File: src/rtl/cfg_word_router.sv
module cfg_word_router #(
  parameter int SR_W   = 21,
  parameter int REF_W  = 14,
  parameter int A_W    = 5,
  parameter int B_W    = 13,
  parameter int SYNC_N = 2
) (
  input  logic                  clk,
  input  logic                  rst_n,
  input  logic                  ser_clk,
  input  logic                  ser_dat,
  input  logic                  ser_load,
  output logic [SR_W-3:0]       ref_latch,
  output logic [SR_W-3:0]       n_latch,
  output logic [SR_W-3:0]       func_latch,
  output logic [REF_W-1:0]      ref_div,
  output logic [A_W-1:0]        n_a,
  output logic [B_W-1:0]        n_b,
  output logic                  cnt_rst
);
  localparam int CTRL_W = 2;
  localparam int PAY_W  = SR_W - CTRL_W;
  localparam int HIST   = SYNC_N + 1;

  typedef enum logic [CTRL_W-1:0] {
    SEL_REF  = 2'b00,
    SEL_N    = 2'b01,
    SEL_FUNC = 2'b10,
    SEL_INIT = 2'b11
  } sel_e;

  logic [HIST-1:0]  clk_s, dat_s, ld_s;
  logic [SR_W-1:0]  shreg;
  logic             armed;

  always_ff @(posedge clk) begin
    if (!rst_n) begin
      clk_s <= '0;
      dat_s <= '0;
      ld_s  <= '0;
    end else begin
      clk_s <= {clk_s[HIST-2:0], ser_clk};
      dat_s <= {dat_s[HIST-2:0], ser_dat};
      ld_s  <= {ld_s[HIST-2:0], ser_load};
    end
  end

  wire sclk_rise = clk_s[SYNC_N-1] & ~clk_s[SYNC_N];
  wire load_rise = ld_s[SYNC_N-1] & ~ld_s[SYNC_N];
  wire bit_in    = dat_s[SYNC_N-1];

  wire sel_e             sel     = sel_e'(shreg[CTRL_W-1:0]);
  wire logic [PAY_W-1:0] payload = shreg[SR_W-1:CTRL_W];

  always_ff @(posedge clk) begin
    if (!rst_n)         shreg <= '0;
    else if (sclk_rise) shreg <= {shreg[SR_W-2:0], bit_in};
  end

  always_ff @(posedge clk) begin
    if (!rst_n) begin
      ref_latch  <= '0;
      n_latch    <= '0;
      func_latch <= '0;
      armed      <= 1'b0;
      cnt_rst    <= 1'b0;
    end else begin
      cnt_rst <= 1'b0;
      if (load_rise) begin
        case (sel)
          SEL_REF:  ref_latch <= payload;
          SEL_N: begin
            n_latch <= payload;
            if (armed) begin
              cnt_rst <= 1'b1;
              armed   <= 1'b0;
            end
          end
          SEL_FUNC: func_latch <= payload;
          SEL_INIT: begin
            func_latch <= payload;
            cnt_rst    <= 1'b1;
            armed      <= 1'b1;
          end
          default: ;
        endcase
      end
    end
  end

  assign ref_div = ref_latch[REF_W-1:0];
  assign n_a     = n_latch[A_W-1:0];
  assign n_b     = n_latch[A_W +: B_W];
endmodule

File: config.mk
export PLATFORM = sky130hd
export DESIGN_NAME = cfg_word_router
export DESIGN_NICKNAME = d
export VERILOG_FILES = /design/src/rtl/cfg_word_router.sv
export SDC_FILE = /design/constraint.sdc
export NUM_CORES = 1
export LEC_CHECK = 0
export BUFFER_PORTS_ARGS = -buffer_cell sky130_fd_sc_hd__clkbuf_2
export CORE_MARGIN = 3
export CORE_UTILIZATION = 25
export CTS_BUF_LIST = sky130_fd_sc_hd__clkbuf_4
export DETAILED_ROUTE_END_ITERATION = 10
export GPL_TIMING_DRIVEN = 0
export PLACE_DENSITY = 0.46
export SLEW_MARGIN = 15
export SYNTH_ARGS = -nofsm -noshare
export SYNTH_HDL_FRONTEND = slang
export SYNTH_SLANG_ARGS = --single-unit
File: constraint.sdc
create_clock -name clk -period 1.85 [get_ports clk]
set_input_delay 0.2775 -clock clk [delete_from_list [all_inputs] [get_ports clk]]
set_output_delay 0.2775 -clock clk [all_outputs]
set_load 0.02 [all_outputs]
==> results of run 1 <==
metrics by stage:
step	worst slack [ps]	util, %
final	330.3	32.19
after global routing	128.6	32.19
after CTS	314.0	32.19
after detailed placement	321.5	31.04
after global placement	313.7	31.04
after floorplan	454.8	-
final cells by class:
type                       instances  area share (%)
tap                              172           5.276
timing repair buffer              93           11.41
sequential                        88           43.19
multi-input combinational        215           27.36
clock inverter                     7           1.933
clock buffer                       9           1.656
buffer                            60           9.172
how the worst min path moves through the flow:
stage	depth (start not counted)	startpoint	slack, ps	to
floorplan	1	ser_clk	400	clk_s[0]
global placement	1	clk_s[0]	410	clk_s[1]
detailed placement	1	ld_s[0]	420	ld_s[1]
CTS	2	ser_dat	10	dat_s[0]
global route	2	ser_clk	3	clk_s[0]
finish	2	ser_clk	50	clk_s[0]
metal layers:
| metal | vias up | track usage, % | wire [microns] |
|---|---|---|---|
| met1 | 1256 | 15.40 | 3736 |
| li1 | 1396 | - | - |
| met4 | 0 | 3.651 | 87 |
| met5 | - | 0 | 0 |
| met3 | 7 | 2.733 | 438 |
| met2 | 65 | 18.90 | 3963 |
cells in the final DEF (no fill, tap or decap), drive strengths merged, types with 2 or more instances in the layout:
cell and n:
dfxtp 88, nand3b 2, and2 8, a21boi 21, o21ai 59, clkinvlp 2
nand3 58, clkinv 2, buf 44, inv 2, clkbuf 118, nand2 62
cells in the mapped netlist:
cell type	instances	area, sq um
nand2b_1	1	6.260
buf_1	4	15.01
dfxtp_1	88	1762
nor2b_1	1	6.260
or4b_4	1	13.76
buf_6	3	33.78
clkbuf_1	16	60.06
nor2_1	1	3.750
a21boi_0	21	157.7
nand4bb_1	1	11.26
o21ai_0	17	85.08
buf_2	5	25.02
and2_1	8	50.05
buf_4	32	240.2
o21ai_1	33	165.2
nand2_1	62	232.7
nand3_1	58	290.3
o21ai_2	9	78.83
nand3b_1	2	15.01
registers in the layout, indices dropped and copies added, names as in the netlist:
register / cells
ref_latch: 19
ld_s: 3
dat_s: 2
cnt_rst: 1
func_latch: 19
clk_s: 3
shreg: 21
armed: 1
n_latch: 19
power by group through the flow:
| stage | logic [mW] | clock network [mW] | registers (mW) |
|---|---|---|---|
| floorplan | 0.0659 | 0 | 1.95 |
| global placement | 0.0956 | 0 | 1.95 |
| detailed placement | 0.0955 | 0 | 1.95 |
| CTS | 0.0956 | 1.16 | 1.91 |
| global route | 0.105 | 1.24 | 1.91 |
| finish | 0.0934 | 1.11 | 1.91 |
cell families (layout without fill, tap and decap cells):
| logic type | after synthesis | after routing |
|---|---|---|
| AO/OA/AOI/OAI | 80 | 80 |
| flip-flops | 88 | 88 |
| AND/OR/NAND/NOR | 135 | 135 |
| buffers and inverters | 60 | 169 |
==> results_dict.tcl, run 1 <==
set metrics [dict create \
    coreArea_sq_um 12670 \
    path_clk_slew_ps 140 \
    netlist_area_sq_um 3252 \
    syn_inst 363 \
    path_cells "or4b_4 > buf_6 > buf_6 > nand3_1 > o21ai_1" \
    drv_cap 0 \
    fp.dieArea_sq_um 14410 \
    cp_num_buf_inv 2 \
    num_io_pins 95 \
    synth_top_family_by_area "simple AND/OR/NAND/NOR gates" \
    dpl.cell_count 628 \
    clkPwrFrac_pct 35.7 \
    endpoint_kind "flip-flop" \
    crit_type "flip-flop to flip-flop" \
    net-switching-power_uw 755.8 \
    crit_path_max_incr_delay_ps 540 \
    setup_violations 0 \
    yosys.area_share.simple_pct 19.35 \
    drc 0 \
    grt_pass1_wl_mm 13.20 \
    rrSetupSlack_ps 330 \
    final_area_sq_um 4079 \
    worstPathRequired_ps 2170 \
    grt_overflow 0 \
    grt_max_degree 17 \
    dieHeight_microns 120.1 \
    syn_to_final_growth_pct 25.43 \
    cts_tree "built" \
    r2r-end "ref_latch[17]" \
    numClockSinks 88 \
    initial_core_util_pct 25.66 \
    die_w_microns 120.1 \
    drt-pass1-iter-count 4 \
    drive_gt1_share_pct 33.69 \
    placement.io_buffers 93 \
    cts_buffers 9 \
    synth_mux_area_share_pct 0 \
    n_fill_cell 1351 \
    synth_compound_area_share_pct 14.97 \
    powerDensity_nw_per_um2 762.8 \
    routed_wl_mm 8.226 \
    hold_class "input pin to flip-flop" \
    yosysUniqueCellTypes 19 \
    setup_tns_ps 0 \
    cp_num_cells 5 \
    place_area_sq_um 3933 \
    fin_nets 472 \
    crit_fanout 10 \
    cts.path.max_buffers 2 \
    grt_pass1_vias 2463 \
    synthesis.nets 368 \
    ant_nets 0 \
    ff_latch_area_sq_um 1762 \
    status "finished clean" \
    crit_path_start "shreg[1]" \
    fmax_mhz 658.0 \
    power_mw 3.112 \
    synthAdderAreaFrac_pct 0 \
    holdBufCountCts 0 \
    critPathTopFamily "simple AND/OR/NAND/NOR gates" \
    dr.first_iter.drc_count 68 \
    rr_startpoint "shreg[1]" \
    whs_ps 48.41 \
    num_vias 2724 \
    crit_top_cell "buf_6" \
    min_period_ps 1520 \
    peakVddDrop_v 0.0002837 \
    slew_headroom_pct 64.04 \
    synthXorXnorAreaFrac_pct 0 \
    clk_latency_ps 420 \
    power.internal_mw 2.356 \
    comb_power_share_pct 3.0 \
    worstMarginPinSlew_ps 539.4 \
    startpoint_type "flip-flop" \
    via_per_inst 4.230 \
    cts_setup_buffers 0 \
    r2r.worst_path.cells 5 \
    switching_share_pct 24.29 \
    multi_input_area_sq_um 1116 \
    slowest_stage "or4b_4" \
    cts-root-buf "clkbuf_4" \
    drv_slew 0 \
    synth_warnings 0 \
    dpl.hpwl_mm 6.322 \
    hold_violations 0 \
    instances_no_fill 644 \
    avgSynthCellArea_sq_um 8.958 \
    p_leak_nw 1.641 \
    post_cts_resize_count 0 \
    pwr-share-seq_pct 61.3 \
    fp-row-count 41 \
    antenna_found_initial 0 \
    ys_seq_area_share_pct 54.17 \
    grt.total_usage_pct 11.67 \
    ys_ff_latch 88 \
    rsz0062_at_grt "false" \
    cp-endpoint "ref_latch[17]" \
    gp_congestion 0.7195 \
    htree_levels 3 \
    finalClockSkew_ps 22.24 \
    insertedDiodeCount 0 \
    crit_arrival_ps 1840 \
    fin_crit_sh_pct 82.14 \
    wl_per_cell_microns 12.77 \
]
(Power assumes the default switching activity.)
==> run 2, diff against run 1 <==
--- a/config.mk
+++ b/config.mk
@@ -11,7 +11,7 @@
 export CTS_BUF_LIST = sky130_fd_sc_hd__clkbuf_4
 export DETAILED_ROUTE_END_ITERATION = 10
 export GPL_TIMING_DRIVEN = 0
-export PLACE_DENSITY = 0.46
+export PLACE_DENSITY = 0.47
 export SLEW_MARGIN = 15
 export SYNTH_ARGS = -nofsm -noshare
 export SYNTH_HDL_FRONTEND = slang
==> constraint.sdc (replaced) <==
create_clock -name clk -period 1.3 [get_ports clk]
set_input_delay 0.195 -clock clk [delete_from_list [all_inputs] [get_ports clk]]
set_output_delay 0.195 -clock clk [all_outputs]
set_load 0.02 [all_outputs]
==> run 2 against run 1 <==
The flow now finishes with violations (negative setup slack). Cell area increased by 12%. Utilization up 3.8 points. Die area stayed put. Critical path depth did not move. Setup slack worse by 480 ps. Cell count grew 2.3%. Global-route usage up 0.58 points. Clock skew is 2.1 ps higher. Via count is 3.2% higher. Flip-flop and latch count stayed put. First-iteration DRC count is 130% higher. Power up 44%.
==> results_dict.tcl, run 2 (synthesis results as in run 1) <==
set metrics [dict create \
    setup_tns_ps -2114 \
    startpoint_type "flip-flop" \
    final_cell_mix "clkbuf_2 (69), nand2_1 (62), dfxtp_1 (52), nand3_1 (48), buf_4 (40)" \
    final_util_pct 35.96 \
    crit_arrival_ps 1770 \
    drv_cap 0 \
    violations "negative setup slack" \
    cts_tree "built" \
    met2_usage_pct 19.39 \
    hold_violations 0 \
    slew_headroom_pct 49.38 \
    grt_max_degree 17 \
    power_mw 4.486 \
    syn_to_final_growth_pct 40.13 \
    powerDensity_nw_per_um2 984.4 \
    hold_class "input pin to flip-flop" \
    grt_overflow 0 \
    grt_pass1_vias 2579 \
    coreArea_sq_um 12670 \
    cts_buffers 9 \
    num_io_pins 95 \
    drc 0 \
    insertedDiodeCount 0 \
    via_per_inst 4.266 \
    grtUsageMet3_pct 2.403 \
    crit_type "flip-flop to flip-flop" \
    gp_congestion 0.7534 \
    wl_per_cell_microns 13.21 \
    cts-root-buf "clkbuf_4" \
    cts.path.max_buffers 2 \
    initial_core_util_pct 25.66 \
    status "finished, violations left" \
    fp.dieArea_sq_um 14410 \
    drive_gt1_share_pct 45.79 \
    rsz0062_at_grt "true" \
    final_area_sq_um 4557 \
    die_w_microns 120.1 \
    numClockSinks 88 \
    fin_crit_sh_pct 111.2 \
    ant_nets 0 \
    grt_pass1_wl_mm 13.88 \
    place_ws_ps -251.4 \
    dieHeight_microns 120.1 \
    dr.first_iter.drc_count 153 \
    routed_wl_mm 8.708 \
    grt.total_usage_pct 12.24 \
    worstPathRequired_ps 1620 \
    n_fill_cell 1304 \
    worstMarginPinSlew_ps 759.4 \
    worst_slack_ps -145.8 \
    clk_latency_ps 450 \
    path_clk_slew_ps 150 \
    p_leak_nw 1.833 \
    peakVddDrop_v 0.0004464 \
    finalClockSkew_ps 24.31 \
    drt-pass1-iter-count 4 \
    fin_nets 487 \
    setup_violations 19 \
    fmax_mhz 691.7 \
    num_vias 2811 \
    place_area_sq_um 3948 \
    antenna_found_initial 0 \
    gr-usage-met1_pct 16.28 \
    endpoint_kind "flip-flop" \
    htree_levels 3 \
    largest_register_ffs 21 \
    drv_slew 0 \
    dpl.hpwl_mm 6.351 \
    crit_fanout 10 \
    layout_commonest_cell "clkbuf_2" \
    top_register "shreg" \
    placement.io_buffers 93 \
    min_period_ps 1446 \
    fp-row-count 41 \
    grt_busiest_layer "met2" \
]
run 2: cell types whose count changed in the layout (fill, tap and decap cells not counted), sizes merged:
cell | before | now
inv | 2 | 3
clkinvlp | 2 | 1
dlygate4sd3 | 0 | 3
buf | 44 | 79
clkbuf | 118 | 95
run 2: layout make-up:
type                    count  area (sq um)  share of cell area, %
repair buffers            113         825.8                  18.12
well taps                 172         215.2                  4.723
plain buffers              55         394.1                  8.649
clock inverters             7         78.83                  1.730
flip-flops and latches     88          1809                  39.70
clock buffers               9         67.56                  1.483
multi-input cells         215          1166                  25.59
run 2: repair_timing:
item / CTS / global route
endpoints found under the setup margin: 82 / 84
setup buffers: 7 / 10
hold endpoints to repair: 3 / 0
resized for setup: 68 / 76
hold buffers: 3 / 0
pin swaps: 3 / 1
run 2: power by group:
group          switching [mW]  internal (mW)
clock network            1.00          0.610
logic                   0.106         0.0566
registers             0.00447           2.71
run 2: through the flow:
stage | cells | hold slack (ps)
4_1_cts | 650 | 299.5
6_report | 659 | 318.8
3_3_place_gp | 628 | 404.3
3_5_place_dp | 628 | 404.9
2_1_floorplan | 363 | 322.3
5_1_grt | 659 | 345.5
run 2: path summary, 6_finish.rpt:
| path | from | end | slack, ps | cells past startpoint |
|---|---|---|---|---|
| setup / recovery | shreg[1] | ref_latch[12] | -150 | 5 |
| hold / removal | rst_n | ref_latch[4] | 320 | 4 |
| setup reg to reg | shreg[1] | ref_latch[12] | -150 | 5 |
| hold reg to reg | dat_s[0] | dat_s[1] | 450 | 1 |
run 2: critical path: stages (launching register included):
cell	delay, ps
dfxtp_4	380
or4b_4	520
buf_8	160
buf_8	130
nand3_1	70
o21ai_1	70
run 2: per-layer routing:
layer / wire length (microns) / up-vias
li1: - / 1434
met1: 4004 / 1314
met2: 4199 / 51
met3: 351 / 12
met4: 152 / 0
met5: 0 / -
==> run 3, diff against run 2 <==
--- a/config.mk
+++ b/config.mk
@@ -5,7 +5,9 @@
 export SDC_FILE = /design/constraint.sdc
 export NUM_CORES = 1
 export LEC_CHECK = 0
+export ABC_AREA = 1
 export BUFFER_PORTS_ARGS = -buffer_cell sky130_fd_sc_hd__clkbuf_2
+export CORE_ASPECT_RATIO = 0.7
 export CORE_MARGIN = 3
 export CORE_UTILIZATION = 25
 export CTS_BUF_LIST = sky130_fd_sc_hd__clkbuf_4
==> run 3 against run 2 <==
Non-clock buffer count is 25 lower. Sequential share of layout area is 0.99 points lower. Global-route usage up 0.29 points. Largest cell class unchanged. The flow now finishes without violations.
==> results_dict.tcl, run 3 <==
set metrics [dict create \
    status "finished clean" \
    synthTopCellsByCount "dfxtp_1 (88), nand2_1 (71), a21oi_1 (60), nor2_1 (60), nand3_1 (57)" \
    via_per_inst 4.196 \
    top_register "shreg" \
    switching_share_pct 27.83 \
    insertedDiodeCount 0 \
    synth_edf_count 0 \
    drt-pass1-iter-count 4 \
    synth_warnings 0 \
    clkPwrFrac_pct 30.7 \
    worstMarginPinSlew_ps 453.9 \
    dpl.hpwl_mm 7.286 \
    p_leak_nw 2.008 \
    fp-row-count 35 \
    placement.io_buffers 93 \
    clk_latency_ps 450 \
    comb_power_share_pct 12.3 \
    syn_to_final_growth_pct 32.63 \
    worst_slack_ps 64.47 \
    slew_headroom_pct 69.74 \
    cts.path.max_buffers 2 \
    place_area_sq_um 4220 \
    power.internal_mw 3.601 \
    ant_nets 0 \
    place_ws_ps -96.21 \
    startpoint_type "flip-flop" \
    num_io_pins 95 \
    antenna_found_initial 0 \
    ys_ff_latch 88 \
    rr_startpoint "shreg[1]" \
    rrSetupSlack_ps 70 \
    drive_gt1_share_pct 34.30 \
    routed_wl_mm 9.669 \
    rsz0062_at_grt "true" \
    worstPathRequired_ps 1110 \
    ys_seq_area_share_pct 50.00 \
    synth_ff_type "dfxtp_1" \
    r2r-end "ref_latch[17]" \
    dieHeight_microns 105.3 \
    setup_violations 0 \
    hold_end "func_latch[5]" \
    numClockSinks 88 \
    fin_crit_sh_pct 95.04 \
    hold_class "input pin to flip-flop" \
    drc 0 \
    syn_inst 459 \
    powerDensity_nw_per_um2 1068 \
    async_reset_ff_share_pct 0 \
    grt_overflow 0 \
    layout_commonest_cell "nand2_1" \
    grt_pass1_vias 2883 \
    peakVddDrop_v 0.0003736 \
    grt_pass1_wl_mm 15.37 \
    crit_arrival_ps 1040 \
    r2r.worst_path.cells 7 \
    die_w_microns 147.9 \
    final_cell_mix "nand2_1 (71), clkbuf_2 (65), a21oi_1 (59), nor2_1 (58), nand3_1 (57)" \
    finalClockSkew_ps 18.89 \
    fmax_mhz 809.4 \
    yosys-top-cells-area "dfxtp_1 (50%), a21oi_1 (8.5%), nand3_1 (8.1%)" \
    dr.first_iter.drc_count 138 \
    cts_buffers 9 \
    pwr-share-seq_pct 57.0 \
    initial_core_util_pct 26.21 \
    hp-start "rst_n" \
    avgSynthCellArea_sq_um 7.676 \
    power_mw 4.989 \
    num_vias 3101 \
    cts_tree "built" \
    min_period_ps 1236 \
    grt_max_degree 16 \
    grt.total_usage_pct 12.53 \
    synthesis.nets 464 \
    setup_tns_ps 0 \
    net-switching-power_mw 1.388 \
    crit_type "flip-flop to primary output" \
    drv_slew 0 \
    yosysTopAreaCell "dfxtp_1" \
    endpoint_kind "primary output" \
    instances_no_fill 739 \
    htree_levels 3 \
    coreArea_sq_um 13440 \
    largest_register_ffs 21 \
    n_fill_cell 1439 \
    whs_path_depth 3 \
    cts-root-buf "clkbuf_4" \
    crit_fanout 3 \
    netlist_area_sq_um 3523 \
    final_area_sq_um 4673 \
    wl_per_cell_microns 13.08 \
    yosysMostFrequentCell "dfxtp_1" \
    fp.dieArea_sq_um 15580 \
    drv_cap 0 \
    gp_congestion 0.8127 \
    path_clk_slew_ps 140 \
    yosysUniqueCellTypes 16 \
    hold_violations 0 \
    synth.top_cell.area_share_pct 50.00 \
    dpl.cell_count 737 \
    fin_nets 554 \
]
==> run 3: timing repair <==
item                                    CTS  global route
endpoints found under the hold margin     3             0
pin swaps                                 0             1
hold buffers                              3             0
endpoints found under the setup margin   61            63
setup buffers                             2             2
gates resized for setup                  94            53
==> run 3: kinds of logic (layout without fill, tap and decap cells) <==
kind of cell | Yosys count | after routing | share of synthesized area (%)
AND/OR/NAND/NOR | 191 | 191 | 22.98
buffers and inverters | 98 | 193 | 15.38
flip-flops | 88 | 88 | 50.00
AO/OA/AOI/OAI | 82 | 82 | 11.65
==> run 3: critical path, cell delays in order, from the launching register on <==
cell	delay [ps]
dfxtp_2	360
buf_4	130
buf_6	120
==> run 3: worst max-delay path by stage <==
stage	slack, ps	to	start
finish	60	n_latch[9]	n_latch[9]
global route	-5	n_latch[9]	n_latch[9]
CTS	-6	ref_latch[7]	ref_latch[7]
detailed placement	-100	ref_latch[17]	shreg[1]
global placement	-100	ref_latch[17]	shreg[1]
floorplan	180	ref_latch[17]	shreg[1]
==> run 3: final cells by class <==
class                   instances  area, sq um  area share (%)
flip-flops and latches         88         1809           38.71
multi-input cells             273         1241           26.56
repair buffers                100        802.0           17.16
plain buffers                  43        322.8           6.908
well taps                     185        231.5           4.953
inverters                      34        127.6           2.731
clock inverters                 7        71.32           1.526
clock buffers                   9        67.56           1.446
==> run 3: power groups by stage <==
stage          Combinational, mW  Sequential [mW]  Clock [mW]
6_report                   0.613             2.85        1.53
5_1_grt                    0.678             2.86        1.73
4_1_cts                    0.601             2.85        1.62
3_5_place_dp               0.565             2.90           0
3_3_place_gp               0.559             2.89           0
2_1_floorplan              0.357             2.93           0
==> run 3: layer usage <==
metal,track usage (%),vias to the layer above,share of wire [%]
met5,0,-,0
met4,3.362,0,1.2
met3,4.297,9,8.7
met2,16.49,112,38
met1,19.07,1359,52
li1,-,1621,-
==> run 3: metrics by stage <==
stage,hold slack [ps],util (%)
final,186.9,34.76
after CTS,148.7,34.29
after floorplan,292.6,-
after global routing,178.8,34.76
after detailed placement,382.8,31.39
after global placement,378.3,31.39
